File: src/rtl/wake_timer.sv
module wake_timer #(
  parameter int WORD = 16
) (
  input  logic            clk,
  input  logic            rst_n,
  input  logic            tick,
  input  logic            wr_en,
  input  logic [3:0]      wr_addr,
  input  logic [WORD-1:0] wr_data,
  input  logic [3:0]      rd_addr,
  output logic [WORD-1:0] rd_data,
  output logic            alarm_irq,
  output logic            wake_req
);
  localparam int W = 3 * WORD;
  localparam logic [3:0] A_CTL = 4'd0, A_STAT = 4'd1, A_GATE = 4'd2;
  localparam logic [3:0] A_CNT = 4'd4, A_ALM = 4'd8, A_SNAP = 4'd12;
  localparam logic [WORD-1:0] KEY_SNAP = WORD'(16'h7627);

  logic [W-1:0] cnt, cnt_nxt, alm, snap;
  logic         arm, fail;

  wire cnt_ld  = wr_en && wr_addr >= A_CNT && wr_addr < A_CNT + 4'd3;
  wire snap_go = wr_en && wr_addr == A_GATE && wr_data == KEY_SNAP;
  wire irq_clr = wr_en && wr_addr == A_STAT && wr_data[0];
  wire match   = arm && !fail && cnt == alm;

  always_comb begin
    cnt_nxt = cnt;
    if (cnt_ld) begin
      for (int i = 0; i < 3; i++)
        if (wr_addr == A_CNT + 4'(i)) cnt_nxt[i*WORD +: WORD] = wr_data;
    end else if (tick) begin
      cnt_nxt = cnt + 1'b1;
    end
  end

  always_ff @(posedge clk or negedge rst_n) begin
    if (!rst_n) begin
      cnt       <= '0;
      alm       <= '0;
      snap      <= '0;
      arm       <= 1'b0;
      fail      <= 1'b1;
      alarm_irq <= 1'b0;
    end else begin
      cnt <= cnt_nxt;
      if (snap_go) snap <= cnt;
      for (int i = 0; i < 3; i++)
        if (wr_en && wr_addr == A_ALM + 4'(i)) alm[i*WORD +: WORD] <= wr_data;
      if (wr_en && wr_addr == A_CTL) begin
        arm <= wr_data[0];
        if (wr_data[1]) fail <= 1'b0;
      end
      if (match) alarm_irq <= 1'b1;
      else if (irq_clr) alarm_irq <= 1'b0;
    end
  end

  assign wake_req = alarm_irq;

  always_comb begin
    rd_data = '0;
    case (rd_addr)
      A_CTL:           rd_data = WORD'({fail, arm});
      A_STAT:          rd_data = WORD'(alarm_irq);
      A_CNT:           rd_data = cnt[0 +: WORD];
      A_CNT + 4'd1:    rd_data = cnt[WORD +: WORD];
      A_CNT + 4'd2:    rd_data = cnt[2*WORD +: WORD];
      A_ALM:           rd_data = alm[0 +: WORD];
      A_ALM + 4'd1:    rd_data = alm[WORD +: WORD];
      A_ALM + 4'd2:    rd_data = alm[2*WORD +: WORD];
      A_SNAP:          rd_data = snap[0 +: WORD];
      A_SNAP + 4'd1:   rd_data = snap[WORD +: WORD];
      A_SNAP + 4'd2:   rd_data = snap[2*WORD +: WORD];
      default:         rd_data = '0;
    endcase
  end


  cnt_step_chk: assert property (@(posedge clk) disable iff (!rst_n)
    tick && !cnt_ld |=> cnt == $past(cnt) + 1'b1);

  cnt_hold_chk: assert property (@(posedge clk) disable iff (!rst_n)
    !tick && !wr_en |=> $stable(cnt));

  match_raise_chk: assert property (@(posedge clk) disable iff (!rst_n)
    match |=> alarm_irq);

  irq_sticky_chk: assert property (@(posedge clk) disable iff (!rst_n)
    alarm_irq && !irq_clr |=> alarm_irq);

  fail_quiet_chk: assert property (@(posedge clk) disable iff (!rst_n)
    !alarm_irq && (fail || !arm) |=> !alarm_irq);

  fail_keep_chk: assert property (@(posedge clk) disable iff (!rst_n)
    fail && !(wr_en && wr_addr == A_CTL && wr_data[1]) |=> fail);

  snap_take_chk: assert property (@(posedge clk) disable iff (!rst_n)
    snap_go |=> snap == $past(cnt));

  snap_keep_chk: assert property (@(posedge clk) disable iff (!rst_n)
    !snap_go |=> $stable(snap));
endmodule

File: config.mk
export PLATFORM = sky130hd
export DESIGN_NAME = wake_timer
export DESIGN_NICKNAME = d
export VERILOG_FILES = /design/src/rtl/wake_timer.sv
export SDC_FILE = /design/constraint.sdc
export NUM_CORES = 1
export LEC_CHECK = 0
export BUFFER_PORTS_ARGS = -buffer_cell sky130_fd_sc_hd__clkbuf_2
export CORE_UTILIZATION = 40
export CTS_CLUSTER_SIZE = 40
export DETAILED_ROUTE_END_ITERATION = 16
export PLACE_DENSITY = 0.55
export RECOVER_POWER = 25
export SYNTH_ARGS = -nofsm -noshare
export SYNTH_HDL_FRONTEND = slang
export SYNTH_SLANG_ARGS = --single-unit
File: constraint.sdc
create_clock -name clk -period 2.2 [get_ports clk]
set_input_delay 0.22 -clock clk [delete_from_list [all_inputs] [get_ports clk]]
set_output_delay 0.22 -clock clk [all_outputs]
set_load 0.005 [all_outputs]
# After elaboration in Yosys (flattened, before gate mapping)
# Index checks and enable logic that the tools add are counted.
# word_totals
n_memories	0
latch_bits	0
wordCells	65
regBits	147
ram_bits	0
output_inout_bits	18
mem_bits_ro	0
# op_classes
add_sub_neg	1
muxes	8
n_mul	0
bitwise	0
n_div	0
magnitude_cmp	2
eq_ne	23
n_reduce_logical	21
shift	0
# op_table
operator	count
16-bit one-hot mux with 11 select lines	1
48-bit two-way mux	2
48-bit by 1-bit adder with 48-bit output (second input constant)	1
48-bit == test	1
16-bit two-way mux	3
4-bit == test (second input constant)	9
4-bit by 3-bit == test with 1-bit output (second input constant)	6
16-bit by 15-bit == test with 1-bit output (second input constant)	1
1-bit logical AND	12
4-bit by 1-bit == test with 1-bit output (second input constant)	2
4-bit zero test	2
2-bit AND reduction	4
2-bit by 1-bit != test with 1-bit output (second input constant)	3
4-bit by 2-bit == test with 1-bit output (second input constant)	1
4-bit by 3-bit greater-or-equal comparator with 1-bit output (second input constant)	1
4-bit by 3-bit less-than comparator with 1-bit output (second input constant)	1
2-bit nonzero test	2
1-bit two-way mux	2
1-bit zero test	1

# Longest topological paths before layout
# Gate-level depths: netlist of the first run.
# depth
word_depth	5
ltp_mapped	9
mapped_depth_nobuf	6

# Worst setup path after synthesis of the first run
# No wires, ideal clock.
# synth_path
path_kind	register to register
from	register cnt[0]
to	register cnt[40]
slack_ns	0.275
arrival_time_ns	1.860
setup_time_ns	0.064
path_stages_with_launch	8
cell_sequence	dfrtp_1 -> ha_1 -> nand4_2 -> nor4_2 -> buf_4 -> nand3_2 -> nor4b_1 -> a21o_1
# synth_via
elab_chain_cells	3
# synth_rtl
element	line	rtl
start: declaration	20	logic [W-1:0] cnt, cnt_nxt, alm, snap;
start signal: assignment	47	cnt <= cnt_nxt;
48-bit by 1-bit adder with 48-bit output	34	cnt_nxt = cnt + 1'b1;
48-bit two-way mux	33	end else if (tick) begin
48-bit two-way mux	30	if (cnt_ld) begin
# No other way between the ends. The select of a mux whose other input is x is not followed.
# A chain may end at the register's enable or synchronous reset.

# Worst setup path in the final report of the first run
# layout_path
from	register cnt[19]
to	output port rd_data[3]
# layout_via
elab_chain_cells	1
# layout_rtl
element	line	rtl
16-bit one-hot mux with 11 select lines	64	case (rd_addr)
end: declaration	11	output logic [WORD-1:0] rd_data,
# No other way between the ends.

==> results_dict.tcl, run 1 <==
set metrics [dict create \
    grt_pass1_vias 7570 \
    fp.dieArea_sq_um 22200 \
    skew_ns 0.0102 \
    firstDrtPassIters 8 \
    leakagePower_nw 4.53 \
    grt_pass1_wl_um 47800 \
    yosys.area.top_type "dfrtp_1" \
    period_needed_ns 2.15 \
    synthTopCellsByArea "dfrtp_1 (42%), mux2_2 (10%), xor2_1 (3.1%)" \
    regArea_sq_um 3680 \
    nFillCells 1990 \
    p_comb_share_pct 27.0 \
    worst-path-max-fanout 4 \
    post_route_cells_drive_above_1_share_pct 30.2 \
    grt.overflow.total 0 \
    switching_power_mw 3.20 \
    fin_crit_sh_pct 97.6 \
    p_int_mw 5.72 \
    power_density_nw_per_um2 863 \
    seqPwrFrac_pct 40.8 \
    cts_buffers 17 \
    yosysMostFrequentCell "dfrtp_1" \
    track_usage_pct 29.5 \
    drt_iter0_markers 897 \
    detail-route-antenna-nets 0 \
    clock_path_buffers 2 \
    cts_tree "yes" \
    drv_cap 0 \
    final_core_util_pct 49.0 \
    avgRoutedWirePerCell_um 25.9 \
    rsz0062_at_grt "false" \
    sw_frac_of_total_pct 35.8 \
    antenna_found_initial 0 \
    tightest_slew_ns 1.38 \
    status "finished clean" \
    async_flop_share_pct 100 \
    ys_top_cells_by_count "dfrtp_1 (146), mux2_2 (78), nor2_1 (54), nand2_1 (41), nand3_1 (39)" \
    portBuffers 45 \
    synth_cell_types 80 \
    worstSetupPathType "reg2out" \
    clkTransAtPathRegs_ns 0.06 \
    final_hold_viol_count 0 \
    final.setup.tns_ns 0 \
    max_clock_freq_mhz 466 \
    cts.sinks 147 \
    layout.nets 961 \
    die_h_um 149 \
    ys_warn_count 0 \
    start_kind "register" \
    slew-limit-headroom_pct 7.94 \
    start_util_pct 41.0 \
    ir_worst_vdd_uv 447 \
    min_path_type "in2reg" \
    yosysTopAreaCellShare_pct 42.2 \
    grt_max_degree 67 \
    multi_input_area_sq_um 4600 \
    die_x_um 149 \
    synthFlopType "dfrtp_1" \
    syn-num-nets 871 \
    endpoint_kind "primary output" \
    drv_slew 0 \
    io_pins 46 \
    htree_levels 4 \
    clock-root-buffer "clkbuf_16" \
    synth_edf_count 0 \
    synth-seq-area-share_pct 42.5 \
    area_growth_pct 19.5 \
    post_cts_buffers 0 \
    dpl.hpwl_um 23400 \
    clk_latency_ns 0.43 \
    core_area_sq_um 21100 \
    clkPwrFrac_pct 32.2 \
    crit_arrival_ns 1.93 \
    vias_per_cell 6.46 \
    avgSynthCellArea_sq_um 10.3 \
    n_antenna_cell 0 \
    placementRows 53 \
    place_ws_ns 0.0481 \
    synth-seq-cells 147 \
    finalSetupViolCount 0 \
    routed_wl_um 31600 \
    netlist_area_sq_um 8650 \
    postSynthCellCount 842 \
    postLayoutSetupSlackWorst_ns 0.0520 \
    required_ns 1.98 \
    drc 0 \
    vias 7877 \
    gp_congestion 0.958 \
]
final timing paths:
kind | slack [ns] | startpoint | to | depth (start not counted)
max | 0.05 | cnt[19] | rd_data[3] | 5
min | 0.06 | wr_data[1] | fail | 2
max reg2reg | 0.12 | cnt[5] | cnt[35] | 6
max in group asynchronous | 0.75 | rst_n | cnt[27] | 3
min in group asynchronous | 0.37 | rst_n | cnt[1] | 2
min reg2reg | 0.49 | fail | fail | 1
registers in the layout, summed over array words and instances (netlist names):
register and count:
snap 48, alarm_irq 1, alm 48, fail 1, arm 1, cnt 48
placed cells by master, fill, tap and decap left out, drive strengths merged, types with 3 or more instances in the layout:
master / synthesis / layout
clkinv: 0 / 5
a22oi: 29 / 29
clkbuf: 32 / 63
o21ai: 21 / 21
nand2b: 8 / 8
xor2: 31 / 31
nand3: 42 / 42
buf: 45 / 101
clkinvlp: 0 / 3
and3: 15 / 15
mux2: 98 / 98
dfrtp: 146 / 146
nand2: 41 / 41
o21a: 6 / 6
or3: 3 / 3
and4: 6 / 6
a311oi: 4 / 4
a22o: 5 / 5
o22a: 15 / 15
nand4: 30 / 30
a21oi: 37 / 37
nor3: 19 / 19
inv: 5 / 11
a222oi: 14 / 14
a211oi: 8 / 8
nor2: 55 / 55
a311o: 5 / 5
a211o: 4 / 4
mux2i: 8 / 8
a31oi: 10 / 10
nor4: 19 / 19
xnor2: 17 / 17
a221oi: 5 / 5
o22ai: 8 / 8
nor4b: 3 / 3
a221o: 12 / 12
a2bb2oi: 3 / 3
logic make-up after synthesis:
kind of cell	after synthesis	share of synthesized area, %
flip-flops	147	42.5
AND/OR/NAND/NOR	252	16.4
AO/OA/AOI/OAI	206	17.7
XOR/XNOR	48	4.86
multiplexers	106	13.7
adder cells (fa/ha/maj)	1	0.145
buffers and inverters	82	4.69
area by class of cell:
cell class / instances / area share [%]
multi-input combinational: 613 / 44.5
inverter: 5 / 0.182
clock inverter: 15 / 1.42
sequential: 147 / 35.6
clock buffer: 17 / 4.11
tap: 275 / 3.33
timing repair buffer: 148 / 10.9
stage by stage:
stage / instance area, sq um / hold WS (ns) / power [mW] / std cells
detailed placement: 9770 / 0.281 / 6.03 / 1187
CTS: 10400 / 0.0562 / 8.91 / 1220
finish: 10300 / 0.0637 / 8.92 / 1220
global route: 10300 / 0.102 / 9.23 / 1220
global placement: 9770 / 0.271 / 5.96 / 1187
floorplan: 8650 / -0.0756 / 4.86 / 842
power groups by stage:
| stage | combinational (mW) | clock [mW] | sequential, mW |
|---|---|---|---|
| floorplan | 1.45 | 0 | 3.41 |
| global placement | 2.31 | 0 | 3.65 |
| detailed placement | 2.36 | 0 | 3.67 |
| CTS | 2.38 | 2.90 | 3.62 |
| global route | 2.54 | 3.01 | 3.68 |
| finish | 2.41 | 2.88 | 3.64 |
per-layer routing:
| metal | global-route usage (%) | vias up | share of wire [%] |
|---|---|---|---|
| met1 | 40.0 | 4026 | 42 |
| met2 | 47.4 | 389 | 48 |
| met5 | 0 | - | 0 |
| met4 | 11.2 | 0 | 3.5 |
| li1 | - | 3405 | - |
| met3 | 4.22 | 57 | 6.6 |
critical path: stages, from the launching register on:
cell and delay (ns):
dfrtp_2 0.46, buf_4 0.18, a222oi_1 0.30, nand3_1 0.13
a221o_1 0.31, clkbuf_2 0.12
what timing repair did:
item / 4_1_cts / 5_1_grt
gates resized for setup: 0 / 3
endpoints found under the setup margin: 0 / 4
hold endpoints to repair: 59 / 0
hold buffers: 1 / 0
Note: power is estimated with default switching activity, not from simulation.
==> run 2: changes to the inputs <==
--- a/config.mk
+++ b/config.mk
@@ -6,9 +6,11 @@
 export NUM_CORES = 1
 export LEC_CHECK = 0
 export BUFFER_PORTS_ARGS = -buffer_cell sky130_fd_sc_hd__clkbuf_2
+export CORE_ASPECT_RATIO = 0.8
 export CORE_UTILIZATION = 40
-export CTS_CLUSTER_SIZE = 40
+export CTS_CLUSTER_SIZE = 8
 export DETAILED_ROUTE_END_ITERATION = 16
+export HOLD_SLACK_MARGIN = 0.05
 export PLACE_DENSITY = 0.55
 export RECOVER_POWER = 25
 export SYNTH_ARGS = -nofsm -noshare
==> run 2 against run 1 <==
Net effect: the flow now finishes with violations (DRC); clock-buffer cell count increased by 3; setup slack improved by 0.0081 ns; non-clock buffer count increased by 17; flip-flop and latch count unchanged; sequential share of layout area decreased by 0.76 points; clock power increased by 16%.
==> results_dict.tcl, run 2 (synthesized netlist as in run 1, its figures left out) <==
set metrics [dict create \
    avgRoutedWirePerCell_um 25.7 \
    gp_congestion 0.969 \
    period_needed_ns 2.14 \
    detail-route-antenna-nets 0 \
    multi_input_area_sq_um 4620 \
    grt_pass1_wl_um 47800 \
    fp.dieArea_sq_um 22200 \
    final_hold_viol_count 0 \
    final.setup.tns_ns 0 \
    leakagePower_nw 4.66 \
    clk_latency_ns 0.43 \
    cts_tree "yes" \
    worstPathCellList "buf_4 -> a222oi_1 -> nand3_1 -> a221o_1 -> clkbuf_2" \
    rsz0062_at_grt "false" \
    cp_top_family "compound AO/OA/AOI/OAI gates" \
    area_growth_pct 22.1 \
    drt_iter0_markers 1048 \
    vias 7848 \
    layout.nets 978 \
    placed_area_sq_um 9880 \
    die_x_um 166 \
    cts_buffers 17 \
    placementRows 47 \
    slew-limit-headroom_pct 13.1 \
    finalSetupViolCount 0 \
    io_pins 46 \
    drv_cap 0 \
    design_area_sq_um 10600 \
    grt.overflow.total 0 \
    skew_ns 0.0145 \
    routed_wl_um 31600 \
    vias_per_cell 6.38 \
    htree_levels 4 \
    start_util_pct 41.3 \
    n_antenna_cell 0 \
    post_route_cells_drive_above_1_share_pct 31.3 \
    drc 3 \
    nFillCells 1927 \
    track_usage_pct 29.1 \
    max_clock_freq_mhz 467 \
    crit_arrival_ns 1.92 \
    start_kind "register" \
    antenna_found_initial 0 \
    portBuffers 45 \
    fin_crit_sh_pct 97.3 \
    violations "DRC" \
    firstDrtPassIters 11 \
    reg_top3 "alm x48, cnt x48, snap x48" \
    required_ns 1.98 \
    tightest_slew_ns 1.30 \
    critPathBufInv 2 \
    die_h_um 134 \
    clock_path_buffers 2 \
    ir_worst_vdd_uv 665 \
    crit_slowest_cell "dfrtp_2" \
    final_cell_mix "dfrtp_1 (143), buf_4 (106), mux2_2 (78), nor2_1 (51), clkbuf_2 (43)" \
    grt_pass1_vias 7534 \
    grt_max_degree 56 \
    final_common_cell "dfrtp_1" \
    drv_slew 0 \
    slowest_delay_ns 0.46 \
    core_area_sq_um 20900 \
    cts.sinks 147 \
    clkTransAtPathRegs_ns 0.06 \
    min_path_type "in2reg" \
    worstSetupPathType "reg2out" \
    power_density_nw_per_um2 882 \
    worst-path-max-fanout 4 \
    regArea_sq_um 3680 \
    endpoint_kind "primary output" \
    status "finished with violations" \
    dpl.hpwl_um 23600 \
    clock-root-buffer "clkbuf_16" \
]
==> run 2: cell types whose count changed in the layout (fill, tap and decap cells not counted), sizes merged <==
cell / delta
clkbuf: +4
clkinv: -1
clkinvlp: -2
bufinv: +5
inv: -5
buf: +16
==> run 2: layout make-up <==
| type | instances | area share, % |
|---|---|---|
| flip-flops and latches | 147 | 34.9 |
| clock inverters | 12 | 2.16 |
| multi-input cells | 613 | 43.7 |
| well taps | 269 | 3.19 |
| clock buffers | 20 | 4.13 |
| inverters | 5 | 0.178 |
| repair buffers | 165 | 11.7 |
==> run 2: metrics by stage <==
| step | worst slack, ns | power, mW | instances | hold slack (ns) | utilization, % |
|---|---|---|---|---|---|
| 6_report | 0.0601 | 9.32 | 1231 | 0.139 | 50.5 |
| 5_1_grt | 0.00516 | 9.67 | 1231 | 0.130 | 50.5 |
| 2_1_floorplan | 0.275 | 4.86 | 842 | -0.0756 | - |
| 3_5_place_dp | -0.138 | 5.93 | 1197 | 0.197 | 47.2 |
| 4_1_cts | 0.0186 | 9.28 | 1230 | 0.127 | 50.5 |
| 3_3_place_gp | -0.115 | 5.88 | 1197 | 0.189 | 47.2 |
==> run 2: final timing paths <==
kind                             start         end  slack, ns  depth (start not counted)
setup / recovery               cnt[19]  rd_data[3]       0.06                          5
hold reg to reg               snap[31]    snap[31]       0.49                          1
setup reg to reg               cnt[15]     cnt[44]       0.16                          6
min in group asynchronous        rst_n     cnt[45]       0.59                          2
hold / removal             wr_data[14]     alm[14]       0.14                          2
max in group asynchronous        rst_n     alm[12]       0.47                          3
==> run 2: what timing repair did <==
action / 4_1_cts / 5_1_grt
pin swaps: 0 / 4
hold endpoints to repair: 43 / 0
resized for setup: 2 / 7
hold buffers: 1 / 0
buffers inserted: 0 / 2
setup endpoints to repair: 13 / 7
==> run 2: power breakdown <==
group,leakage [nW],internal (mW),total (mW),switching [mW]
logic,2.48,1.03,2.35,1.32
registers,1.86,3.11,3.62,0.513
clock network,0.319,2.13,3.34,1.21
==> run 2: worst register-to-register path, delay by kind of cell (launching register included) <==
| family | cells | cell delay, ns |
|---|---|---|
| simple gates | 4 | 1.06 |
| flops | 1 | 0.49 |
| compound gates | 1 | 0.21 |
| buf+inv | 1 | 0.18 |
==> run 2: metal layers <==
metal / share of wire (%) / vias up / track usage, %
li1: - / 3445 / -
met1: 44 / 3956 / 40.7
met2: 44 / 405 / 44.4
met3: 8.7 / 42 / 7.07
met4: 2.8 / 0 / 9.21
met5: 0 / - / 0
==> run 3: changes to the inputs <==
--- a/config.mk
+++ b/config.mk
@@ -13,6 +13,7 @@
 export HOLD_SLACK_MARGIN = 0.05
 export PLACE_DENSITY = 0.55
 export RECOVER_POWER = 25
+export SETUP_SLACK_MARGIN = 0.2
 export SYNTH_ARGS = -nofsm -noshare
 export SYNTH_HDL_FRONTEND = slang
 export SYNTH_SLANG_ARGS = --single-unit
==> run 3 against run 2 <==
Net effect: the flow still finishes with violations (DRC); power is 1.7% higher; first-iteration DRC count shrank 6.4%; register-to-register slack improved by 0.04 ns; sequential power about the same.
==> results_dict.tcl, run 3 (synthesized netlist as in run 1, its figures left out) <==
set metrics [dict create \
    p_comb_share_pct 26.6 \
    clock-root-buffer "clkbuf_16" \
    regArea_sq_um 3700 \
    crit_path_frequent_cell "buf_6" \
    r2r-end "alarm_irq" \
    clkPwrFrac_pct 35.3 \
    clock_path_buffers 2 \
    placed_area_sq_um 9880 \
    skew_ns 0.0128 \
    portBuffers 45 \
    avgRoutedWirePerCell_um 25.9 \
    htree_levels 4 \
    antenna_found_initial 0 \
    cts_buffers 17 \
    cts.sinks 147 \
    drc 3 \
    fp.dieArea_sq_um 22200 \
    crit_slowest_cell "dfrtp_1" \
    track_usage_pct 29.4 \
    seqPwrFrac_pct 38.1 \
    status "finished with violations" \
    worstSetupPathType "reg2out" \
    reg_top3 "alm x48, cnt x48, snap x48" \
    drt_iter0_markers 981 \
    r2r_setup_slack_ns 0.20 \
    power_density_nw_per_um2 871 \
    finalSetupViolCount 0 \
    grt_max_degree 56 \
    min_path_type "in2reg" \
    p_int_mw 6.37 \
    violations "DRC" \
    die_h_um 134 \
    period_needed_ns 2.07 \
    final_hold_viol_count 0 \
    drv_slew 0 \
    slowest_delay_ns 0.39 \
    final_cell_mix "dfrtp_1 (133), buf_4 (119), mux2_2 (78), nor2_1 (50), clkbuf_2 (41)" \
    leakagePower_nw 4.79 \
    dpl.hpwl_um 23600 \
    n_antenna_cell 0 \
    nFillCells 1900 \
    die_x_um 166 \
    vias_per_cell 6.38 \
    gp_congestion 0.969 \
    firstDrtPassIters 14 \
    worstPathCellList "buf_6 -> buf_6 -> a222oi_1 -> nand3_1 -> a221o_1 -> clkbuf_2" \
    endpoint_kind "primary output" \
    drv_cap 0 \
    hold_end "alm[14]" \
    place_ws_ns -0.138 \
    core_area_sq_um 20900 \
    sw_frac_of_total_pct 32.7 \
    grt.overflow.total 0 \
    io_pins 46 \
    area_growth_pct 25.8 \
    rsz0062_at_grt "true" \
    crit_arrival_ns 1.85 \
    cts_tree "yes" \
    ir_worst_vdd_uv 617 \
    postLayoutSetupSlackWorst_ns 0.125 \
    hold_path_startpoint "wr_data[14]" \
    grt_pass1_vias 7580 \
    clkTransAtPathRegs_ns 0.06 \
    worst-path-max-fanout 2 \
    detail-route-antenna-nets 0 \
    fin_crit_sh_pct 94.3 \
    slew-limit-headroom_pct 11.8 \
    vias 7981 \
    design_area_sq_um 10900 \
    power.total_mw 9.47 \
    start_kind "register" \
    final_common_cell "dfrtp_1" \
    rr_startpoint "cnt[24]" \
    routed_wl_um 32300 \
    worst_hold_slack_ns 0.141 \
    placementRows 47 \
    max_clock_freq_mhz 482 \
    grt_pass1_wl_um 48300 \
    clk_latency_ns 0.43 \
    post_route_cells_drive_above_1_share_pct 35.7 \
    layout.nets 997 \
    multi_input_area_sq_um 4750 \
    final.setup.tns_ns 0 \
    reg2regPathDepth 6 \
    tightest_slew_ns 1.32 \
    start_util_pct 41.3 \
    required_ns 1.98 \
    switching_power_mw 3.10 \
    hold_path_depth 2 \
]
## run 3: changes by cell type in the layout (fill, tap and decap cells not counted), moves of 2 or more
cell      change
a22oi_1       -3
a22oi_2       +3
buf_2         +2
buf_4        +13
buf_6         +5
clkbuf_2      -2
dfrtp_1      -10
dfrtp_2      +10
nand2b_1      -2
nand2b_4      +2
nand3_1       -2
nor3_1        -3
nor3_2        +3
## run 3: what timing repair did
action                                 in CTS  in global routing
gates resized for setup                    14                 37
setup endpoints to repair                  21                 29
hold buffers                                1                  0
endpoints found under the hold margin      43                  0
pin swaps                                   7                 21
buffers inserted                            9                 11
## run 3: area by class of cell
type	count	area share, %
Clock inverter	12	2.09
Multi-Input combinational cell	613	43.7
Inverter	5	0.172
Sequential cell	147	34.0
Clock buffer	20	4.01
Tap cell	269	3.09
Timing Repair Buffer	184	13.0
## run 3: worst max-delay path, delay by kind of cell (launching register included)
| family | cells | cell delay [ns] |
|---|---|---|
| and+or+nand+nor | 1 | 0.11 |
| AOI/OAI and AO/OA | 2 | 0.57 |
| buffers and inverters | 3 | 0.36 |
| DFF | 1 | 0.39 |
## run 3: metrics by stage
step / utilization (%) / instances
after detailed placement: 47.2 / 1197
after CTS: 50.9 / 1239
after global placement: 47.2 / 1197
after floorplan: - / 842
final: 52.0 / 1250
after global routing: 52.0 / 1250
## run 3: routing by layer
metal | vias to the layer above | track usage [%] | part of all wire, %
met5 | - | 0 | 0
met4 | 0 | 9.83 | 3.3
met3 | 56 | 7.01 | 9.4
met2 | 461 | 45.1 | 44
met1 | 3985 | 40.8 | 43
li1 | 3479 | - | -
## run 3: power groups by stage
stage | Combinational [mW] | Clock [mW] | Sequential, mW
after floorplan | 1.45 | 0 | 3.41
after global placement | 2.25 | 0 | 3.63
after detailed placement | 2.28 | 0 | 3.65
after CTS | 2.39 | 3.37 | 3.60
after global routing | 2.69 | 3.48 | 3.66
final | 2.52 | 3.34 | 3.61
## run 3: worst max-delay path by stage
| stage | start | end | slack (ns) |
|---|---|---|---|
| finish | cnt[36] | rd_data[4] | 0.13 |
| global route | cnt[36] | rd_data[4] | 0.04 |
| CTS | cnt[36] | rd_data[4] | 0.1 |
| detailed placement | rd_addr[1] | rd_data[3] | -0.14 |
| global placement | rd_addr[1] | rd_data[3] | -0.12 |
| floorplan | cnt[0] | cnt[40] | 0.28 |
